**src/rtl/sp_bank_pkg.sv**
```systemverilog
package sp_bank_pkg;

    typedef struct packed {
        logic sel;
        logic unpriv;
    } ctl_bits_t;

    // effective choice: process pointer only in thread mode with select set
    function automatic logic pick_process(input logic in_thread, input logic sel);
        return in_thread & sel;
    endfunction

endpackage

```
**src/rtl/sp_mode_ctl.sv**
```systemverilog
module sp_mode_ctl
    import sp_bank_pkg::*;
#(
    parameter int EXC_W = 9
) (
    input  logic             clk,
    input  logic             rst_n,
    input  logic             sw_ctl_we,
    input  logic             sw_ctl_sel,
    input  logic             sw_ctl_unpriv,
    input  logic             hw_sel_we,
    input  logic             hw_sel_val,
    input  logic             exc_we,
    input  logic [EXC_W-1:0] exc_val,
    output logic             sel_q,
    output logic             unpriv_q,
    output logic [EXC_W-1:0] exc_q,
    output logic             proc_now,
    output logic             swap
);

    typedef struct packed {
        ctl_bits_t        ctl;
        logic [EXC_W-1:0] exc;
    } mode_st_t;

    mode_st_t st_d, st_q;
    logic     proc_next;

    always_comb begin
        st_d = st_q;
        if (hw_sel_we) begin
            st_d.ctl.sel = hw_sel_val;
        end else if (sw_ctl_we && (st_q.exc == '0)) begin
            st_d.ctl.sel = sw_ctl_sel;
        end
        if (sw_ctl_we) begin
            st_d.ctl.unpriv = sw_ctl_unpriv;
        end
        if (exc_we) begin
            st_d.exc = exc_val;
        end
        proc_now  = pick_process(st_q.exc == '0, st_q.ctl.sel);
        proc_next = pick_process(st_d.exc == '0, st_d.ctl.sel);
        swap      = proc_now ^ proc_next;
    end

    always_ff @(posedge clk or negedge rst_n) begin
        if (!rst_n) begin
            st_q <= '0;
        end else begin
            st_q <= st_d;
        end
    end

    assign sel_q    = st_q.ctl.sel;
    assign unpriv_q = st_q.ctl.unpriv;
    assign exc_q    = st_q.exc;

    // a hardware select write always lands
    a_r4_hw_sel_lands: assert property (@(posedge clk) disable iff (!rst_n)
        hw_sel_we |=> sel_q == $past(hw_sel_val));

    // software select write ignored in handler mode
    a_r5_sw_sel_handler: assert property (@(posedge clk) disable iff (!rst_n)
        (sw_ctl_we && !hw_sel_we && exc_q != '0) |=> $stable(sel_q));

    // unprivileged bit follows every software write
    a_r6_unpriv_any_mode: assert property (@(posedge clk) disable iff (!rst_n)
        sw_ctl_we |=> unpriv_q == $past(sw_ctl_unpriv));

    // exception number is taken on write
    a_r3_exc_taken: assert property (@(posedge clk) disable iff (!rst_n)
        exc_we |=> exc_q == $past(exc_val));

endmodule

```
**src/rtl/sp_bank_store.sv**
```systemverilog
module sp_bank_store #(
    parameter int SP_W       = 32,
    parameter int ALIGN_BITS = 2
) (
    input  logic            clk,
    input  logic            rst_n,
    input  logic            sp_we,
    input  logic [SP_W-1:0] sp_wdata,
    input  logic            swap,
    output logic [SP_W-1:0] live_q,
    output logic [SP_W-1:0] shadow_q
);

    localparam logic [SP_W-1:0] LOW_MASK = (SP_W'(1) << ALIGN_BITS) - SP_W'(1);

    typedef struct packed {
        logic [SP_W-1:0] live;
        logic [SP_W-1:0] shadow;
    } bank_t;

    bank_t bk_d, bk_q;
    logic [SP_W-1:0] wr_aligned;

    always_comb begin
        wr_aligned = sp_wdata & ~LOW_MASK;
        bk_d       = bk_q;
        if (sp_we) begin
            bk_d.live = wr_aligned;
        end
        if (swap) begin
            bk_d.live   = bk_d.shadow;
            bk_d.shadow = sp_we ? wr_aligned : bk_q.live;
        end
    end

    always_ff @(posedge clk or negedge rst_n) begin
        if (!rst_n) begin
            bk_q <= '0;
        end else begin
            bk_q <= bk_d;
        end
    end

    assign live_q   = bk_q.live;
    assign shadow_q = bk_q.shadow;

    // without a swap or a write both registers hold
    a_r2_hold_no_swap: assert property (@(posedge clk) disable iff (!rst_n)
        (!swap && !sp_we) |=> ($stable(live_q) && $stable(shadow_q)));

    // a swap exchanges the two registers
    a_r2_swap_exchanges: assert property (@(posedge clk) disable iff (!rst_n)
        (swap && !sp_we) |=> (live_q == $past(shadow_q) && shadow_q == $past(live_q)));

    // stored pointers stay aligned
    a_r8_aligned: assert property (@(posedge clk) disable iff (!rst_n)
        ((live_q & LOW_MASK) == '0) && ((shadow_q & LOW_MASK) == '0));

endmodule

```
**src/rtl/sp_lookup_mux.sv**
```systemverilog
module sp_lookup_mux
    import sp_bank_pkg::*;
#(
    parameter int SP_W = 32
) (
    input  logic            lk_thread,
    input  logic            lk_sel,
    input  logic            cur_process,
    input  logic [SP_W-1:0] live,
    input  logic [SP_W-1:0] shadow,
    output logic [SP_W-1:0] lk_data
);

    logic want_process;

    always_comb begin
        want_process = pick_process(lk_thread, lk_sel);
        lk_data      = (want_process == cur_process) ? live : shadow;
    end

endmodule

```
**src/rtl/sp_bank_select.sv**
```systemverilog
module sp_bank_select
    import sp_bank_pkg::*;
#(
    parameter int SP_W       = 32,
    parameter int EXC_W      = 9,
    parameter int ALIGN_BITS = 2
) (
    input  logic             clk,
    input  logic             rst_n,
    input  logic             sw_ctl_we,
    input  logic             sw_ctl_sel,
    input  logic             sw_ctl_unpriv,
    input  logic             hw_sel_we,
    input  logic             hw_sel_val,
    input  logic             exc_we,
    input  logic [EXC_W-1:0] exc_val,
    input  logic             sp_we,
    input  logic [SP_W-1:0]  sp_wdata,
    input  logic             lk_thread,
    input  logic             lk_sel,
    output logic [SP_W-1:0]  lk_data,
    output logic [SP_W-1:0]  sp_active,
    output logic             using_process,
    output logic             sel_bit,
    output logic             unpriv_bit,
    output logic [EXC_W-1:0] exc_num
);

    logic            proc_now;
    logic            swap;
    logic [SP_W-1:0] live_q;
    logic [SP_W-1:0] shadow_q;

    sp_mode_ctl #(.EXC_W(EXC_W)) u_mode (
        .clk           (clk),
        .rst_n         (rst_n),
        .sw_ctl_we     (sw_ctl_we),
        .sw_ctl_sel    (sw_ctl_sel),
        .sw_ctl_unpriv (sw_ctl_unpriv),
        .hw_sel_we     (hw_sel_we),
        .hw_sel_val    (hw_sel_val),
        .exc_we        (exc_we),
        .exc_val       (exc_val),
        .sel_q         (sel_bit),
        .unpriv_q      (unpriv_bit),
        .exc_q         (exc_num),
        .proc_now      (proc_now),
        .swap          (swap)
    );

    sp_bank_store #(.SP_W(SP_W), .ALIGN_BITS(ALIGN_BITS)) u_bank (
        .clk      (clk),
        .rst_n    (rst_n),
        .sp_we    (sp_we),
        .sp_wdata (sp_wdata),
        .swap     (swap),
        .live_q   (live_q),
        .shadow_q (shadow_q)
    );

    sp_lookup_mux #(.SP_W(SP_W)) u_look (
        .lk_thread   (lk_thread),
        .lk_sel      (lk_sel),
        .cur_process (proc_now),
        .live        (live_q),
        .shadow      (shadow_q),
        .lk_data     (lk_data)
    );

    assign sp_active     = live_q;
    assign using_process = proc_now;

    // select write while in handler and staying there keeps the live pointer
    a_r4_handler_no_swap: assert property (@(posedge clk) disable iff (!rst_n)
        (hw_sel_we && !sw_ctl_we && !exc_we && !sp_we && exc_num != '0) |=> $stable(sp_active));

    // lookup of the live choice returns the live pointer
    a_r7_lookup_live: assert property (@(posedge clk) disable iff (!rst_n)
        ((lk_thread && lk_sel) == using_process) |-> lk_data == sp_active);

    // process pointer never live in handler mode
    a_r1_handler_main: assert property (@(posedge clk) disable iff (!rst_n)
        (exc_num != '0) |-> !using_process);

endmodule

```
**config.mk**
```make
export PLATFORM = sky130hd
export DESIGN_NAME = sp_bank_select
export DESIGN_NICKNAME = d
export VERILOG_FILES = /design/src/rtl/sp_bank_pkg.sv /design/src/rtl/sp_mode_ctl.sv /design/src/rtl/sp_bank_store.sv /design/src/rtl/sp_lookup_mux.sv /design/src/rtl/sp_bank_select.sv
export SDC_FILE = /design/constraint.sdc
export NUM_CORES = 1
export LEC_CHECK = 0
export CAP_MARGIN = 20
export CORE_MARGIN = 5
export CORE_UTILIZATION = 59
export DETAILED_ROUTE_END_ITERATION = 6
export DONT_BUFFER_PORTS = 1
export PLACE_DENSITY = 0.77
export SKIP_LAST_GASP = 1
export SLEW_MARGIN = 20
export SYNTH_ARGS = -nofsm -noshare
export SYNTH_HDL_FRONTEND = slang
export SYNTH_SLANG_ARGS = --single-unit
```
**constraint.sdc**
```tcl
create_clock -name clk -period 2.4 [get_ports clk]
set_input_delay 0.24 -clock clk [delete_from_list [all_inputs] [get_ports clk]]
set_output_delay 0.24 -clock clk [all_outputs]
set_load 0.05 [all_outputs]
```
## After elaboration in Yosys (flattened, before gate mapping)

Cells that the tools add are included.

| storage, ports and cells | value |
|---|---|
| bits in registers | 75 |
| input bits | 52 |
| output and inout bits | 76 |
| logic and storage cells | 19 |

| cells by class | value |
|---|---|
| equal/unequal tests | 1 |
| muxes and demuxes | 6 |
| bitwise gates (word level) | 4 |
| reductions and logical operators | 3 |

Operator list:

| kind | number |
|---|---|
| 32-bit two-way mux | 2 |
| 64-bit two-way mux | 1 |
| 9-bit logical NOT | 2 |
| 9-bit two-way mux | 1 |
| 1-bit bitwise AND | 3 |
| 1-bit two-way mux | 2 |
| 1-bit == test | 1 |
| 1-bit logical AND | 1 |
| 1-bit bitwise XOR | 1 |

## Longest topological paths before layout

| logic depth | value |
|---|---|
| word-level depth | 7 |
| gate-level depth with buffers | 7 |
| gate-level depth less buffers | 5 |

## By module

Synthesis repeated with hierarchy kept, for this count alone.

| unflattened totals | value |
|---|---|
| cells, all modules | 257 |
| area, all modules | 3837.4 µm² |

By module, submodules not included:

| module | times used | cells an instance | area an instance (µm²) | sequential area each (µm²) |
|---|---|---|---|---|
| sp_bank_store | 1 | 177 | 2865.2 | 1601.5 |
| sp_mode_ctl | 1 | 43 | 558.0 | 275.3 |
| sp_lookup_mux | 1 | 37 | 414.1 | 0.0 |

## Worst setup path after synthesis

OpenSTA, ideal clock, no wires.

| timing | value |
|---|---|
| path kind | register -> output |
| start | reg u_mode.st_q (netlist bit u_mode.exc_q[4]) |
| end | out lk_data[11] |
| arrival time | 2738 ps |
| required time | 2160 ps |
| setup slack | -578 ps |
| stages on the path, launching flop included | 7 |
| cells stage by stage | dfrtp_1 -> or4_4 -> or3_1 -> inv_2 -> xnor2_1 -> clkbuf_1 -> mux2_2 |

| on the way | value |
|---|---|
| longest elaborated chain between the ends | 4 |

RTL lines:

| what | line | text |
|---|---|---|
| from (decl) | sp_mode_ctl.sv:27 | `mode_st_t st_d, st_q;` |
| from (signal assigned) | sp_mode_ctl.sv:52 | `st_q <= st_d;` |
| 9-bit logical NOT | sp_mode_ctl.sv:43 | `proc_now = pick_process(st_q.exc == '0, st_q.ctl.sel);` |
| 1-bit bitwise AND | sp_bank_pkg.sv:10 | `return in_thread & sel;` |
| 1-bit == test | sp_lookup_mux.sv:18 | `lk_data = (want_process == cur_process) ? live : shadow;` |
| 32-bit two-way mux | sp_lookup_mux.sv:18 |  |
| to (decl) | sp_bank_select.sv:21 | `output logic [SP_W-1:0] lk_data,` |

Every way passes these cells.

## Worst setup path in the final report

| timing | value |
|---|---|
| start | reg u_mode.st_q (netlist bit u_mode.exc_q[1]) |
| end | out lk_data[1] |

The elaborated chain is that of the path after synthesis.

==> results.md <==
* Die height at 107 um
* Global Route Usage Sum at 0.344
* Ports at 128
* DP Worst Slack at -0.199 ns
* # setup viols final at 97
* Fmax achieved at 342 MHz
* Initial core utilization at 0.603
* Worst-Margin Slew at 0.789 ns
* VDD IR-drop max at 0.498 mV
* Post-synthesis cell count at 579
* CP required at 2.16 ns
* DRC viols at 0
* Setup Skew at 0.00870 ns
* I/O Buffers at 0
* DIE AREA at 11400 sq um
* Final hold vios at 0
* Final Max Slew Viols at 0
* MaxCap Viol Count at 0
* Synth top area cells: dfrtp_1 (34%), mux2_2 (14%), a32oi_1 (10%), o31ai_1 (8.8%), o211ai_2 (6.1%)
* Syn. warnings at 0
* Worst slew margin at 0.474
* Synthesized area per cell at 9.58 sq um
* Synth-to-Final Area Change at 28.0%
* #FFs+latches synth at 75
* Clock-pin slew on the worst setup and hold paths at 0.08 ns
* Gr ovfl total at 0
* Vias per inst at 7.99
* Antenna violations before repair at 0
* Tcrit/Tclk final at 1.22
* PnR worst setup slack at -0.523 ns
* Drt pass-1 iters at 5
* Worst hold path class: in -> reg
* CP Max Fanout at 8
* CTS buffer count at 9
* Final cell count without fillers at 723
* Avg WL per Cell at 27.4 um
* Final Critical Period at 2.92 ns
* Area of the core at 9200 sq um
* Post-Syn Area at 5550 sq um
* RePlAce Congestion at 0.784
* Static Leakage at 2.54 nW
* H-tree depth at 3
* Clock Latency Late Sink at 0.36 ns
* Outcome: complete, but fails checks
* Power Density at 605 nW/um^2
* CTS Root Cell: clkbuf_8
* Share of the yosys chip area belonging to registers at 0.338
* Violated checks: negative setup slack
* Final Power at 4.30 mW
* Detailed Place HPWL at 9810 um
* Final nets at 660
* WP data arrival at 2.68 ns
* Number of global-route vias before repair at 5913
* Top cell type by total area after synthesis: dfrtp_1
* CTS tree: done
* Clk buf depth at 2
* Critical Path End Type: primary output
* Unrepaired setup endpoints after global routing: true
* Global-route wire length before repair at 31700 um
* Fin area at 7100 sq um
* Largest net degree at the start of global routing at 76
* Count of cell types in the netlist at 32
* Worst reg2reg setup slack at -0.41 ns
* Final setup TNS at -37.55 ns
* Post-synth top area share at 0.338
* Startpoint Class: register
* Routed WL at 19800 um
* Std-Cell Rows at 35
* Clk sink count at 75
* Synthesized net count at 631
* Inst Count DP at 667
* FILL cells at 580
* Dpl cell area at 6030 sq um
* Vias after detailed routing at 5776
* Ratio of cells with drive above 1 in the final layout at 0.405
* Horiz. Die Dim at 107 um
* Setup CP Type: reg -> out
* Initial DRC Count at 708
* Antenna diode count at 0
* Antenna-violating nets left at 0
## where the power goes
part           internal (mW)  switching [mW]
Combinational          0.535           0.929
Clock                  0.395           0.496
Sequential              1.48           0.463
Total                   2.41            1.89
## final cells by class
cell class                 count  area (sq um)  share of cell area
sequential                    75          1890               0.266
clock inverter                 3          15.0             0.00211
clock buffer                  12           145              0.0204
tap                          111           139              0.0196
timing repair buffer         102          1360               0.191
multi-input combinational    418          3540               0.499
inverter                       2          12.5             0.00176
## flip-flops by register name, summed over array words and instances, names as in the netlist
| register | cells |
|---|---|
| u_mode.unpriv_q | 1 |
| u_mode.sel_q | 1 |
| u_bank.shadow_q | 32 |
| u_mode.exc_q | 9 |
| u_bank.live_q | 32 |
## cell usage in the layout (no fill, tap or decap), types with 2 or more instances in the layout
cell,synthesis,layout
mux2_4,0,32
dfrtp_1,75,68
mux2_2,71,40
clkbuf_1,65,2
a21oi_2,0,9
buf_16,0,16
o31ai_1,65,65
dfrtp_2,0,7
buf_12,0,15
buf_4,0,58
a32oi_2,0,4
o211ai_1,37,37
buf_8,0,4
clkbuf_8,0,10
or4_4,2,2
clkinv_2,0,3
a32oi_1,64,60
o211ai_2,27,27
buf_6,6,7
a21oi_1,64,55
nor2_1,3,3
or3_4,0,2
nand3_1,65,65
nor2b_1,2,2
## metal layers
layer  part of all wire  wire length [um]  GRT usage  vias to the layer above
li1                   -                 -          -                     2424
met1               0.37              7350      0.444                     2798
met2               0.48              9490      0.544                      488
met3               0.12              2450     0.0945                       66
met4              0.026               525      0.143                        0
met5                  0                 0          0                        -
## worst max-delay path: stages (launching register included)
cell	delay [ns]
dfrtp_2	0.41
or4b_4	0.53
or3_4	0.41
inv_6	0.09
xnor2_4	0.25
buf_12	0.23
mux2_4	0.40
## final timing paths
| path | depth (start not counted) | start | to |
|---|---|---|---|
| min reg2reg | 2 | u_bank.shadow_q[20] | u_bank.shadow_q[20] |
| max reg2reg | 11 | u_mode.exc_q[7] | u_bank.shadow_q[9] |
| max in group asynchronous | 2 | rst_n | u_mode.sel_q |
| min | 1 | exc_val[7] | u_mode.exc_q[7] |
| min in group asynchronous | 2 | rst_n | u_bank.shadow_q[25] |
| max | 6 | u_mode.exc_q[1] | lk_data[1] |
## cells by family after synthesis
family | count (synthesis) | synth area share
AOI/OAI and AO/OA | 259 | 0.363
buffers and inverters | 86 | 0.0683
and+or+nand+nor | 85 | 0.0812
DFF | 75 | 0.338
muxes | 73 | 0.148
xor gates and xnor gates | 1 | 0.00158
## cell usage after synthesis
cell type,number
mux2i_1,1
buf_2,9
inv_2,1
nand3_1,65
inv_1,1
clkbuf_1,65
a211oi_4,1
or4_4,2
nor2_1,3
and2_1,1
or4b_1,1
nor2b_1,2
a32oi_1,64
and3_1,1
dfrtp_1,75
o31ai_1,65
mux2_1,1
nor3_1,1
or2_2,1
or3_1,2
nor4_1,2
o211ai_2,27
buf_1,4
nand2_1,2
nand4_1,1
mux2_2,71
a21o_1,1
a21oi_1,64
xnor2_1,1
buf_6,6
nand2b_1,1
o211ai_1,37
## through the flow
step	utilization	hold slack [ns]
6_report	0.772	0.0277
5_1_grt	0.772	0.0247
4_1_cts	0.772	0.0267
3_5_place_dp	0.656	-0.0533
3_3_place_gp	0.655	-0.0535
2_1_floorplan	-	-0.0556
## timing repair
action	4_1_cts	5_1_grt
endpoints found under the hold margin	75	0
setup buffers	21	7
gates resized for setup	50	13
endpoints found under the setup margin	97	97
pin swaps	23	25
cloned	18	0
hold buffers	2	0
Note: power is estimated with default switching activity, not from simulation.
